**src/rtl/sgb_pkg.sv**
```systemverilog
package sgb_pkg;
    typedef enum logic [1:0] {
        ST_IDLE,
        ST_GEN,
        ST_FLUSH,
        ST_DONE
    } sgb_state_e;
endpackage

```
**src/rtl/sgb_chunk.sv**
```systemverilog
// Combinational sizing of the next descriptor: distance to the boundary,
// capped by the remaining length, halved for full pieces in normal mode.
module sgb_chunk #(
    parameter int DW = 32,
    parameter int BW = 16
) (
    input  logic [BW-1:0] addr_lo,
    input  logic [DW-1:0] rem,
    input  logic          alt,
    output logic [BW:0]   chunk,
    output logic [DW-1:0] cnt_word
);
    localparam int HW = DW - BW;

    logic [BW:0]   to_bound;
    logic [BW:0]   raw;
    logic [HW-1:0] words_m1;

    always_comb begin
        to_bound = {1'b1, {BW{1'b0}}} - {1'b0, addr_lo};
        raw      = (rem < DW'(to_bound)) ? rem[BW:0] : to_bound;
        if (!alt && raw[BW])
            chunk = (BW+1)'(1) << (BW-1);
        else
            chunk = raw;
        words_m1 = HW'(chunk >> 2) - HW'(1);
        if (alt)
            cnt_word = {words_m1, {BW{1'b0}}};
        else
            cnt_word = {{HW{1'b0}}, chunk[BW-1:0]};
    end
endmodule

```
**src/rtl/sgb_capacity.sv**
```systemverilog
// Entry counter against the table capacity.
module sgb_capacity #(
    parameter int CAP = 256,
    parameter int CW  = $clog2(CAP + 1)
) (
    input  logic          clk,
    input  logic          rst_n,
    input  logic          inc,
    input  logic          clr,
    output logic [CW-1:0] count,
    output logic          full
);
    always_ff @(posedge clk) begin
        if (!rst_n)
            count <= '0;
        else if (clr)
            count <= '0;
        else if (inc)
            count <= count + CW'(1);
    end

    assign full = (count == CW'(CAP));

    // the table never holds more than CAP entries
    p_count_bound_r5: assert property (@(posedge clk) disable iff (!rst_n)
        count <= CW'(CAP));
    // no entry is added once the table is full
    p_no_inc_full_r5: assert property (@(posedge clk) disable iff (!rst_n)
        full |-> !inc);
endmodule

```
**src/rtl/sg_table_builder.sv**
```systemverilog
module sg_table_builder #(
    parameter int CAP = 256,
    parameter int DW  = 32,
    parameter int BW  = 16,
    parameter int CW  = $clog2(CAP + 1)
) (
    input  logic          clk,
    input  logic          rst_n,
    input  logic          alt_mode,
    input  logic          seg_valid,
    output logic          seg_ready,
    input  logic [DW-1:0] seg_addr,
    input  logic [DW-1:0] seg_len,
    input  logic          seg_last,
    output logic          ent_valid,
    input  logic          ent_ready,
    output logic [DW-1:0] ent_addr,
    output logic [DW-1:0] ent_count,
    output logic          done,
    output logic [CW-1:0] done_entries,
    output logic          err_overflow,
    output logic          err_empty,
    output logic          err_align
);
    import sgb_pkg::*;

    localparam logic [DW-1:0] END_FLAG = {1'b1, {(DW-1){1'b0}}};

    sgb_state_e state, state_nx;

    logic [DW-1:0] cur_addr, rem;
    logic          last_r, alt_r;
    logic          pend_valid;
    logic [DW-1:0] pend_addr, pend_cnt;
    logic          out_alt;
    logic          slot_free, misaligned;
    logic          accept, bad_align, produce, overflow, flush, empty, finish;
    logic [BW:0]   chunk;
    logic [DW-1:0] chunk_cnt;
    logic [CW-1:0] cap_count;
    logic          cap_full, cap_clr;

    sgb_chunk #(.DW(DW), .BW(BW)) u_chunk (
        .addr_lo  (cur_addr[BW-1:0]),
        .rem      (rem),
        .alt      (alt_r),
        .chunk    (chunk),
        .cnt_word (chunk_cnt)
    );

    sgb_capacity #(.CAP(CAP), .CW(CW)) u_cap (
        .clk   (clk),
        .rst_n (rst_n),
        .inc   (produce),
        .clr   (cap_clr),
        .count (cap_count),
        .full  (cap_full)
    );

    assign seg_ready  = (state == ST_IDLE);
    assign slot_free  = !ent_valid || ent_ready;
    assign misaligned = alt_mode ? ((seg_addr[1:0] != 2'b00) || (seg_len[1:0] != 2'b00))
                                 : (seg_addr[0] || seg_len[0]);
    assign cap_clr    = bad_align || overflow || empty || finish;

    // next-state and control strobes
    always_comb begin
        state_nx  = state;
        accept    = 1'b0;
        bad_align = 1'b0;
        produce   = 1'b0;
        overflow  = 1'b0;
        flush     = 1'b0;
        empty     = 1'b0;
        finish    = 1'b0;
        unique case (state)
            ST_IDLE: begin
                if (seg_valid) begin
                    accept = 1'b1;
                    if (misaligned) bad_align = 1'b1;
                    else            state_nx  = ST_GEN;
                end
            end
            ST_GEN: begin
                if (rem == '0) begin
                    state_nx = last_r ? ST_FLUSH : ST_IDLE;
                end else if (slot_free) begin
                    if (cap_full) begin
                        overflow = 1'b1;
                        state_nx = ST_IDLE;
                    end else begin
                        produce = 1'b1;
                    end
                end
            end
            ST_FLUSH: begin
                if (slot_free) begin
                    if (pend_valid) begin
                        flush    = 1'b1;
                        state_nx = ST_DONE;
                    end else begin
                        empty    = 1'b1;
                        state_nx = ST_IDLE;
                    end
                end
            end
            ST_DONE: begin
                if (!ent_valid) begin
                    finish   = 1'b1;
                    state_nx = ST_IDLE;
                end
            end
            default: state_nx = ST_IDLE;
        endcase
    end

    // state register
    always_ff @(posedge clk) begin
        if (!rst_n) state <= ST_IDLE;
        else        state <= state_nx;
    end

    // datapath and outputs
    always_ff @(posedge clk) begin
        if (!rst_n) begin
            cur_addr     <= '0;
            rem          <= '0;
            last_r       <= 1'b0;
            alt_r        <= 1'b0;
            pend_valid   <= 1'b0;
            pend_addr    <= '0;
            pend_cnt     <= '0;
            ent_valid    <= 1'b0;
            ent_addr     <= '0;
            ent_count    <= '0;
            out_alt      <= 1'b0;
            done         <= 1'b0;
            done_entries <= '0;
            err_overflow <= 1'b0;
            err_empty    <= 1'b0;
            err_align    <= 1'b0;
        end else begin
            done         <= finish;
            err_overflow <= overflow;
            err_empty    <= empty;
            err_align    <= bad_align;
            if (finish) done_entries <= cap_count;

            if (accept && !bad_align) begin
                cur_addr <= seg_addr;
                rem      <= seg_len;
                last_r   <= seg_last;
                alt_r    <= alt_mode;
            end

            if (produce) begin
                cur_addr   <= cur_addr + DW'(chunk);
                rem        <= rem - DW'(chunk);
                pend_addr  <= cur_addr;
                pend_cnt   <= chunk_cnt;
                pend_valid <= 1'b1;
            end else if (cap_clr || flush) begin
                pend_valid <= 1'b0;
            end

            if ((produce && pend_valid) || flush) begin
                ent_valid <= 1'b1;
                ent_addr  <= pend_addr;
                ent_count <= (flush && !alt_r) ? (pend_cnt | END_FLAG) : pend_cnt;
                out_alt   <= alt_r;
            end else if (ent_ready) begin
                ent_valid <= 1'b0;
            end
        end
    end

    // a normal-mode entry stays inside its 64 KB window
    p_no_cross_r1: assert property (@(posedge clk) disable iff (!rst_n)
        (ent_valid && !out_alt) |->
            (({1'b0, ent_addr[BW-1:0]} + {1'b0, ent_count[BW-1:0]}) <= {1'b1, {BW{1'b0}}}));
    // a normal-mode count field is never zero
    p_no_zero_count_r3: assert property (@(posedge clk) disable iff (!rst_n)
        (ent_valid && !out_alt) |-> (ent_count[BW-1:0] != '0));
    // alternate entries carry no flag and an empty low half
    p_alt_format_r6: assert property (@(posedge clk) disable iff (!rst_n)
        (ent_valid && out_alt) |-> (!ent_count[DW-1] && (ent_count[BW-1:0] == '0)));
    // at most one outcome per cycle
    p_one_outcome_r9: assert property (@(posedge clk) disable iff (!rst_n)
        $onehot0({done, err_overflow, err_empty, err_align}));
    // an offered entry holds until it is taken
    p_hold_r10: assert property (@(posedge clk) disable iff (!rst_n)
        (ent_valid && !ent_ready) |=> (ent_valid && $stable(ent_addr) && $stable(ent_count)));
endmodule

```
**config.mk**
```make
export PLATFORM = sky130hd
export DESIGN_NAME = sg_table_builder
export DESIGN_NICKNAME = d
export VERILOG_FILES = /design/src/rtl/sgb_pkg.sv /design/src/rtl/sgb_chunk.sv /design/src/rtl/sgb_capacity.sv /design/src/rtl/sg_table_builder.sv
export SDC_FILE = /design/constraint.sdc
export NUM_CORES = 1
export LEC_CHECK = 0
export ABC_CLOCK_PERIOD_IN_PS = 7200
export BUFFER_PORTS_ARGS = -buffer_cell sky130_fd_sc_hd__buf_2
export CORE_MARGIN = 2
export CORE_UTILIZATION = 59
export DETAILED_ROUTE_END_ITERATION = 10
export PLACE_DENSITY = 0.81
export SYNTH_ARGS = -nofsm -noshare
export SYNTH_HDL_FRONTEND = slang
export SYNTH_SLANG_ARGS = --single-unit
export TNS_END_PERCENT = 5
```
**constraint.sdc**
```tcl
create_clock -name clk -period 7.2 [get_ports clk]
set_input_delay 1.44 -clock clk [delete_from_list [all_inputs] [get_ports clk]]
set_output_delay 1.44 -clock clk [all_outputs]
set_load 0.1 [all_outputs]
```
* Word-level counts from Yosys, hierarchy flattened
Index checks and enable logic that the tools add are counted.
** Operators by class
- Reduce and logical (&&, ||, !) cells :: 24
- Equal/unequal tests :: 10
- Muxes and demuxes :: 44
- Order comparisons :: 1
- Bitwise operators :: 1
- Add/subtract/negate cells :: 5
** Operators by type and width (number)
- two-way mux 32 bit :: 6
- two-way mux 17 bit :: 2
- adder 32 x 17 -> 32 bit :: 1
- zero test 32 bit :: 1
- < comparator 32 x 17 -> 1 bit :: 1
- subtractor 32 x 17 -> 32 bit :: 1
- two-way mux 1 bit :: 26
- two-way mux 2 bit :: 9
- subtractor 17 x 16 -> 17 bit, first input constant :: 1
- subtractor 15 x 1 -> 16 bit, second input constant :: 1
- nonzero test 2 bit :: 5
- adder 9 x 1 -> 9 bit, second input constant :: 1
- equality test 9 bit, second input constant :: 1
- logical OR 1 bit :: 8
- inequality test 2 bit, second input constant :: 4
- one-hot mux 2 bit (4 select lines) :: 1
- inequality test 3 bit, second input constant :: 2
- AND reduction 6 bit :: 1
- equality test 2 bit, second input constant :: 2
- logical AND 1 bit :: 4
- zero test 1 bit :: 3
- equality test 2 x 1 -> 1 bit, second input constant :: 1
- zero test 2 bit :: 1
- OR reduction 2 bit :: 1
- NOT 1 bit :: 1
** Storage, ports and cells
- Input port bits :: 70
- Flip-flop bits (word level) :: 220
- Logic and storage cells :: 102

* Logic depth before layout (Yosys ltp)
Gate-level depths: netlist of the first run.
- Depth in word-level cells :: 12
- Mapped depth :: 28

* Cells and area by module
Synthesis of the first run repeated with hierarchy kept, for this count alone.
** Unflattened totals
- Cell total of the unflattened synthesis :: 1598
- Area total of the unflattened synthesis :: 12129.1 um^2
** Modules (own cells, without submodules)
- sg_table_builder :: instances 1, sequential area each 4224.1 um^2, area each 9982.1 um^2, cells each 1294
- sgb_chunk :: instances 1, sequential area each 0.0 um^2, area each 1717.9 um^2, cells each 255
- sgb_capacity :: instances 1, sequential area each 180.2 um^2, area each 429.2 um^2, cells each 49

* Worst setup path before layout of the first run
Ideal clock, no wire load.
- Path kind :: reg2reg
- Start :: reg cur_addr[1]
- End :: reg cur_addr[24]
- Cell stages (with the launch flop) :: 26
- Path buffers :: 2
- Path slack :: 0.910 ns
- Arrival time :: 6.139 ns
- Period minus slack after synthesis :: 6.290 ns
- Required time :: 7.049 ns
- Path through :: dfxtp_1 -> inv_1 -> ha_1 -> nor3b_1 -> nand4b_1 -> or4_1 -> ha_1 -> nor4b_2 -> nand2_1 -> o311ai_1 -> nor2_2 -> buf_2 -> buf_2 -> nand2_1 -> a21oi_1 -> ha_1 -> fa_1 -> a21o_1 -> a21oi_1 -> o21bai_1 -> a2111oi_0 -> nor2_1 -> a31oi_1 -> a211oi_1 -> a311oi_1 -> a211oi_1
** Between the ends
- Cells in the longest elaborated chain, start to end :: 7
** Ends and longest elaborated chain
- from (decl) :: line sg_table_builder.sv:31 : logic [DW-1:0] cur_addr, rem;
- from (signal assigned) :: line sg_table_builder.sv:150 : cur_addr <= seg_addr;
- from (signal assigned) :: line sg_table_builder.sv:157 : cur_addr <= cur_addr + DW'(chunk);
- subtractor 17 x 16 -> 17 bit :: line sgb_chunk.sv:20 : to_bound = {1'b1, {BW{1'b0}}} - {1'b0, addr_lo};
- < comparator 32 x 17 -> 1 bit :: line sgb_chunk.sv:21 : raw = (rem < DW'(to_bound)) ? rem[BW:0] : to_bound;
- two-way mux 17 bit :: line sgb_chunk.sv:21
- logical AND 1 bit :: line sgb_chunk.sv:22 : if (!alt && raw[BW])
- two-way mux 17 bit :: line sgb_chunk.sv:22
- adder 32 x 17 -> 32 bit (*) :: line sg_table_builder.sv:157
- two-way mux 32 bit (*) :: line sg_table_builder.sv:156 : if (produce) begin
Mark *: on every way between the ends. The rest lies on a longest branch, timed or not.
A chain may end at the register's enable or synchronous reset.

* Final worst setup path of the first run
- Start :: reg cur_addr[1]
- End :: reg rem[26]
** Between the ends
- Cells in the longest elaborated chain, start to end :: 7
** Ends and longest elaborated chain
- subtractor 17 x 16 -> 17 bit (*) :: line sgb_chunk.sv:20
- < comparator 32 x 17 -> 1 bit :: line sgb_chunk.sv:21
- two-way mux 17 bit (*) :: line sgb_chunk.sv:21
- logical AND 1 bit :: line sgb_chunk.sv:22
- two-way mux 17 bit (*) :: line sgb_chunk.sv:22
- subtractor 32 x 17 -> 32 bit (*) :: line sg_table_builder.sv:158 : rem <= rem - DW'(chunk);
- two-way mux 32 bit (*) :: line sg_table_builder.sv:156
- to (signal assigned) :: line sg_table_builder.sv:151 : rem <= seg_len;
- to (signal assigned) :: line sg_table_builder.sv:158
- to (decl) :: line sg_table_builder.sv:31
Marks and branches as above.

==> results of run 1 <==
==> logic make-up (layout without fill, tap and decap cells) <==
group	count (synthesis)	after routing	synth area share
AO/OA/AOI/OAI	430	430	0.232
buffers and inverters	137	263	0.0470
adder cells (fa/ha/maj)	56	56	0.0617
AND/OR/NAND/NOR	608	608	0.235
multiplexers	6	6	0.00539
XOR/XNOR	52	52	0.0392
flip-flops	220	220	0.380
==> area by class of cell <==
type | count | area (um2) | area share
Sequential cell | 220 | 4400 | 0.330
Multi-Input combinational cell | 1152 | 6690 | 0.502
Timing Repair Buffer | 167 | 883 | 0.0662
Inverter | 54 | 205 | 0.0154
Clock inverter | 11 | 146 | 0.0110
Clock buffer | 31 | 676 | 0.0507
Tap cell | 265 | 332 | 0.0249
==> worst max path at each step <==
| stage | slack [ps] | depth (start not counted) | from | to |
|---|---|---|---|---|
| final | 450 | 24 | cur_addr[1]$_SDFFE_PN0P_ | rem[26]$_SDFFE_PN0P_ |
| after global routing | 4 | 24 | cur_addr[1]$_SDFFE_PN0P_ | rem[26]$_SDFFE_PN0P_ |
| after CTS | 420 | 24 | cur_addr[1]$_SDFFE_PN0P_ | rem[19]$_SDFFE_PN0P_ |
| after detailed placement | 440 | 24 | cur_addr[1]$_SDFFE_PN0P_ | rem[19]$_SDFFE_PN0P_ |
| after global placement | 750 | 24 | cur_addr[1]$_SDFFE_PN0P_ | rem[19]$_SDFFE_PN0P_ |
| after floorplan | 910 | 25 | cur_addr[1]$_SDFFE_PN0P_ | cur_addr[24]$_SDFFE_PN0P_ |
==> cell usage after synthesis (4+ instances only) <==
| library cell | instances |
|---|---|
| o21bai_1 | 7 |
| mux2i_1 | 4 |
| a311oi_1 | 14 |
| nand4_1 | 7 |
| dfxtp_1 | 220 |
| nor3b_1 | 7 |
| or3_1 | 12 |
| a221oi_1 | 7 |
| a21o_1 | 9 |
| xnor2_1 | 26 |
| clkbuf_1 | 67 |
| nand2_1 | 342 |
| o31ai_1 | 5 |
| a32oi_1 | 4 |
| nor3_1 | 22 |
| nor4_1 | 8 |
| or4_1 | 9 |
| o21ai_0 | 57 |
| buf_2 | 4 |
| o21a_1 | 15 |
| and3_1 | 13 |
| a22o_1 | 10 |
| xor2_1 | 26 |
| nand2b_1 | 7 |
| nor2_1 | 109 |
| nand3_1 | 34 |
| inv_1 | 53 |
| and2_1 | 6 |
| a211oi_1 | 15 |
| a22oi_1 | 21 |
| o211ai_1 | 14 |
| a31oi_1 | 19 |
| ha_1 | 54 |
| buf_1 | 8 |
| nor2b_1 | 8 |
| a21oi_1 | 188 |
==> per-layer routing <==
metal  vias to the layer above  track usage
met5                         -            0
met3                        76       0.0368
met1                      5258        0.417
met4                         0        0.110
li1                       5517            -
met2                       414        0.510
==> critical path, cell delays in order (launching register included) <==
cell and delay (ps):
dfxtp_1 370, inv_1 110, ha_1 190, nor3b_1 470, nand4b_1 360, or4_1 620
ha_1 310, nor4b_2 280, nand2_1 120, o311a_1 520, nand2_1 150, buf_4 180
nand2_1 70, a21oi_1 300, ha_1 260, fa_1 190, nor2b_1 80, o21a_1 190
o21ai_0 350, a221oi_1 280, o211a_1 290, o21ai_0 320, nand2_1 120, o311ai_0 340
a31oi_1 130
==> metrics by stage <==
step	total power [uW]	setup slack, ps	std cells	area [um2]	util
final	6030	448	1900	13300	0.687
after global routing	6420	3.79	1900	13300	0.687
after global placement	4630	747	1858	12500	0.645
after detailed placement	4670	437	1858	12500	0.645
after CTS	5960	418	1900	13300	0.687
after floorplan	3820	910	1509	11600	-
==> sequential cells by signal (all words and copies together), names as in the netlist <==
name,cells
alt_r,1
ent_valid,1
state,2
err_overflow,1
ent_addr,32
u_cap.count,9
pend_addr,32
ent_count,32
err_empty,1
last_r,1
done,1
err_align,1
rem,32
pend_valid,1
cur_addr,32
pend_cnt,32
done_entries,9
==> report_power, final <==
part | total (uW) | leakage [uW] | switching [uW] | internal [uW]
clock | 1280 | 0.000408 | 508 | 769
combinational | 3360 | 0.00325 | 2130 | 1220
sequential | 1400 | 0.00178 | 109 | 1290
==> flow_metrics.tcl, run 1 <==
set metrics [dict create \
    yosys_warnings 0 \
    antenna_found_initial 0 \
    grt_first_pass_wirelength_um 51800 \
    syn_inst 1509 \
    grt_max_degree 93 \
    finalCriticalPeriod_ps 6750 \
    cts_max_level 1 \
    cellPowerDensity_nw_per_um2 452 \
    clock.fmax_ghz 0.148 \
    worstHoldStart "pend_cnt[20]$_SDFFE_PN0P_" \
    vias 11300 \
    first_global_vias 10200 \
    syn_area_per_cell_um2 7.69 \
    place.port_buffers 148 \
    synth_cell_types 82 \
    wl_met1_um 14300 \
    fillers 1687 \
    async_flop_share 0 \
    drc 0 \
    slew_headroom 0.192 \
    drive_gt1_frac 0.146 \
    mostFrequentLayoutCells "341 x nand2_1, 220 x dfxtp_1, 186 x a21oi_1" \
    numCtsBuffers 23 \
    critPathMaxFanout 10 \
    fp.dieH_um 144 \
    min_path_cells 2 \
    final_common_cell "nand2_1" \
    end_kind "flop" \
    io_pins 149 \
    hold_end "pend_cnt[20]$_SDFFE_PN0P_" \
    area_growth_pct 14.9 \
    power.static_leakage_uw 0.00543 \
    wire_per_inst_um 17.1 \
    min_period_over_period 0.938 \
    cts_tree "built" \
    nets 1744 \
    maxCapViolCount 0 \
    r2r-start "cur_addr[1]$_SDFFE_PN0P_" \
    cts_hold_buf 0 \
    slew_violations 0 \
    wl_met2_um 15200 \
    grt-ovfl-total 0 \
    synth-seq-cells 220 \
    fin_worst_hold_slack_ps 450 \
    synth_edf_count 0 \
    num_rows 51 \
    drt-vias-per-instance 5.93 \
    synthTopCellsByArea "dfxtp_1 38%, nand2_1 11%, a21oi_1 8.1%" \
    cts_buffer_depth 3 \
    yosys.area.top_type_share 0.380 \
    start_util 0.598 \
    drt_first_pass_iters 5 \
    dpl.hpwl_um 22900 \
    crit_path_start_kind "flop" \
    r2r-end "rem[26]$_SDFFE_PN0P_" \
    rsz0062_at_grt "false" \
    rr_worst_depth 24 \
    clock-sinks 220 \
    ys_seq_area_frac 0.380 \
    dr.max_layer_used "met4" \
    finalSetupViolCount 0 \
    place_congestion 0.962 \
    min_path_type "reg2reg" \
    max-vdd-ir-drop_uv 358 \
    cts_resized 0 \
    n_antenna_cell 0 \
    syn_nets 1635 \
    crit_type "reg2reg" \
    wl_met3_um 2110 \
    r2r_slack_ps 450 \
    required_ps 7560 \
    core_um2 19400 \
    netlist_area_um2 11600 \
    fin_setup_tns_ps 0 \
    root_buffer "clkbuf_16" \
    post_cts_buffers 0 \
    status "finished, final reports clean" \
    die_area_um2 20800 \
    synthFlopType "dfxtp_1" \
    drtIter0Drc 901 \
    clk-insertion-delay-late_ps 520 \
    grt.total_usage 0.308 \
    fin_skew_ps 13.3 \
    synth_largest_area_cell "dfxtp_1" \
    cts.clk_slew.worst_paths_ps 70 \
    dieWidth_um 144 \
    ant_nets 0 \
    routed_wl_um 32500 \
    tightest_slew_ps 1210 \
    final_hold_viol_count 0 \
    arrival_ps 7110 \
]
No activity file was read; power rests on OpenSTA's default activity.
==> run 2: changes to the inputs <==
--- a/config.mk
+++ b/config.mk
@@ -10,4 +10,5 @@
 export CORE_MARGIN = 2
 export CORE_UTILIZATION = 59
+export CTS_BUF_LIST = sky130_fd_sc_hd__clkbuf_8 sky130_fd_sc_hd__clkbuf_16
 export DETAILED_ROUTE_END_ITERATION = 10
 export PLACE_DENSITY = 0.81
==> constraint.sdc (replaced) <==
create_clock -name clk -period 7.2 [get_ports clk]
set_input_delay 0.72 -clock clk [delete_from_list [all_inputs] [get_ports clk]]
set_output_delay 0.72 -clock clk [all_outputs]
set_load 0.1 [all_outputs]
==> run 2 against run 1 <==
  * Non-clock buffer count is 1 lower
  * Routed wire length is 1.3% higher
  * Flip-flop and latch count stayed put
==> flow_metrics.tcl, run 2 (synthesis results as in run 1) <==
set metrics [dict create \
    status "finished, final reports clean" \
    r2r_slack_ps 590 \
    drc 0 \
    routed_wl_um 33000 \
    grt-ovfl-total 0 \
    antenna_found_initial 0 \
    fin_setup_tns_ps 0 \
    post_cts_buffers 0 \
    grt.total_usage 0.313 \
    rsz0062_at_grt "false" \
    end_kind "flop" \
    mostFrequentLayoutCells "341 x nand2_1, 220 x dfxtp_1, 186 x a21oi_1" \
    cts.clk_slew.worst_paths_ps 60 \
    ant_nets 0 \
    maxCapViolCount 0 \
    rr_worst_depth 25 \
    io_pins 149 \
    cts_buffer_depth 3 \
    cts_tree "built" \
    cts_max_level 1 \
    power.static_leakage_uw 0.00543 \
    finalSetupViolCount 0 \
    pre_cts_slack_ps 367 \
    post-route-util 0.686 \
    cellPowerDensity_nw_per_um2 449 \
    min_period_over_period 0.918 \
    dieWidth_um 144 \
    root_buffer "clkbuf_16" \
    place.port_buffers 148 \
    wire_per_inst_um 17.4 \
    clock.fmax_ghz 0.151 \
    clk-insertion-delay-late_ps 510 \
    drt-vias-per-instance 5.94 \
    drt_first_pass_iters 5 \
    drive_gt1_frac 0.145 \
    slew_violations 0 \
    crit_end "rem[26]$_SDFFE_PN0P_" \
    min_path_type "reg2reg" \
    required_ps 7560 \
    grt_first_pass_wirelength_um 52300 \
    dpl.hpwl_um 23000 \
    num_rows 51 \
    r2r-start "cur_addr[0]$_SDFFE_PN0P_" \
    clock-sinks 220 \
    numCtsBuffers 23 \
    start_util 0.598 \
    worst_slack_ps 588 \
    slew_headroom 0.107 \
    grt_max_degree 98 \
    cts_hold_buf 0 \
    fp.dieH_um 144 \
    max-vdd-ir-drop_uv 243 \
    final_common_cell "nand2_1" \
    crit_type "reg2reg" \
    final_hold_viol_count 0 \
    cts_resized 0 \
    nets 1743 \
    die_area_um2 20800 \
    first_global_vias 10400 \
    tightest_slew_ps 1340 \
    crit_path_start_kind "flop" \
    crit_start "cur_addr[0]$_SDFFE_PN0P_" \
    vias 11300 \
    n_antenna_cell 0 \
    core_um2 19400 \
    area_growth_pct 14.7 \
    critPathMaxFanout 13 \
    finalCriticalPeriod_ps 6610 \
    place_congestion 0.974 \
    fin_skew_ps 13.0 \
    r2r-end "rem[26]$_SDFFE_PN0P_" \
    arrival_ps 6970 \
    drtIter0Drc 774 \
]
## run 2: how the worst min path moves through the flow
stage,start,to,slack [ps],cells past startpoint
floorplan,pend_cnt[19]$_SDFFE_PN0P_,pend_cnt[19]$_SDFFE_PN0P_,420,2
global placement,pend_cnt[29]$_SDFFE_PN0P_,pend_cnt[29]$_SDFFE_PN0P_,440,2
detailed placement,pend_cnt[20]$_SDFFE_PN0P_,pend_cnt[20]$_SDFFE_PN0P_,440,2
CTS,seg_last,last_r$_SDFFE_PN0P_,440,3
global route,pend_cnt[16]$_SDFFE_PN0P_,pend_cnt[16]$_SDFFE_PN0P_,470,2
finish,ent_count[22]$_SDFFE_PN0P_,ent_count[22]$_SDFFE_PN0P_,450,2
## run 2: critical path: stages (launching register included)
cell      delay (ps)
dfxtp_1          370
or4_1            630
and4bb_1         440
nand2_1          100
xor2_1           380
inv_1             90
ha_1             310
a21oi_1          120
o21ai_0          100
nand2_1           90
o311ai_1         100
buf_4            180
nor2_2           400
buf_4            280
a21oi_1          120
nor2_1           530
inv_1            100
ha_1             370
a21o_1           200
a21oi_1          320
nand2_1          120
o211a_1          240
o21ai_0          300
nand2_1          120
o311ai_0         330
a31oi_1          120
## run 2: power by group
part           internal [uW]  switching [uW]
Clock                    751             487
Sequential              1290             110
Combinational           1210            2130
Total                   3250            2730
## run 2: layer usage
metal / part of all wire / GRT usage / vias up
met2: 0.47 / 0.534 / 357
met3: 0.058 / 0.0381 / 65
li1: - / - / 5521
met4: 0.028 / 0.0899 / 0
met1: 0.44 / 0.420 / 5327
met5: 0 / 0 / -
## run 2: cell type report
type                    count  area [um2]
repair buffers            166         876
well taps                 265         332
flip-flops and latches    220        4400
clock inverters            12         138
clock buffers              29         658
fillers                  1717        6090
inverters                  54         205
multi-input cells        1152        6690
## run 2: metrics by stage
stage | std cells | total power, uW | hold WS [ps] | cell area [um2]
floorplan | 1509 | 3820 | 425 | 11600
global placement | 1857 | 4630 | 437 | 12500
detailed placement | 1857 | 4680 | 444 | 12500
CTS | 1898 | 5920 | 444 | 13300
global route | 1898 | 6360 | 468 | 13300
finish | 1898 | 5980 | 448 | 13300
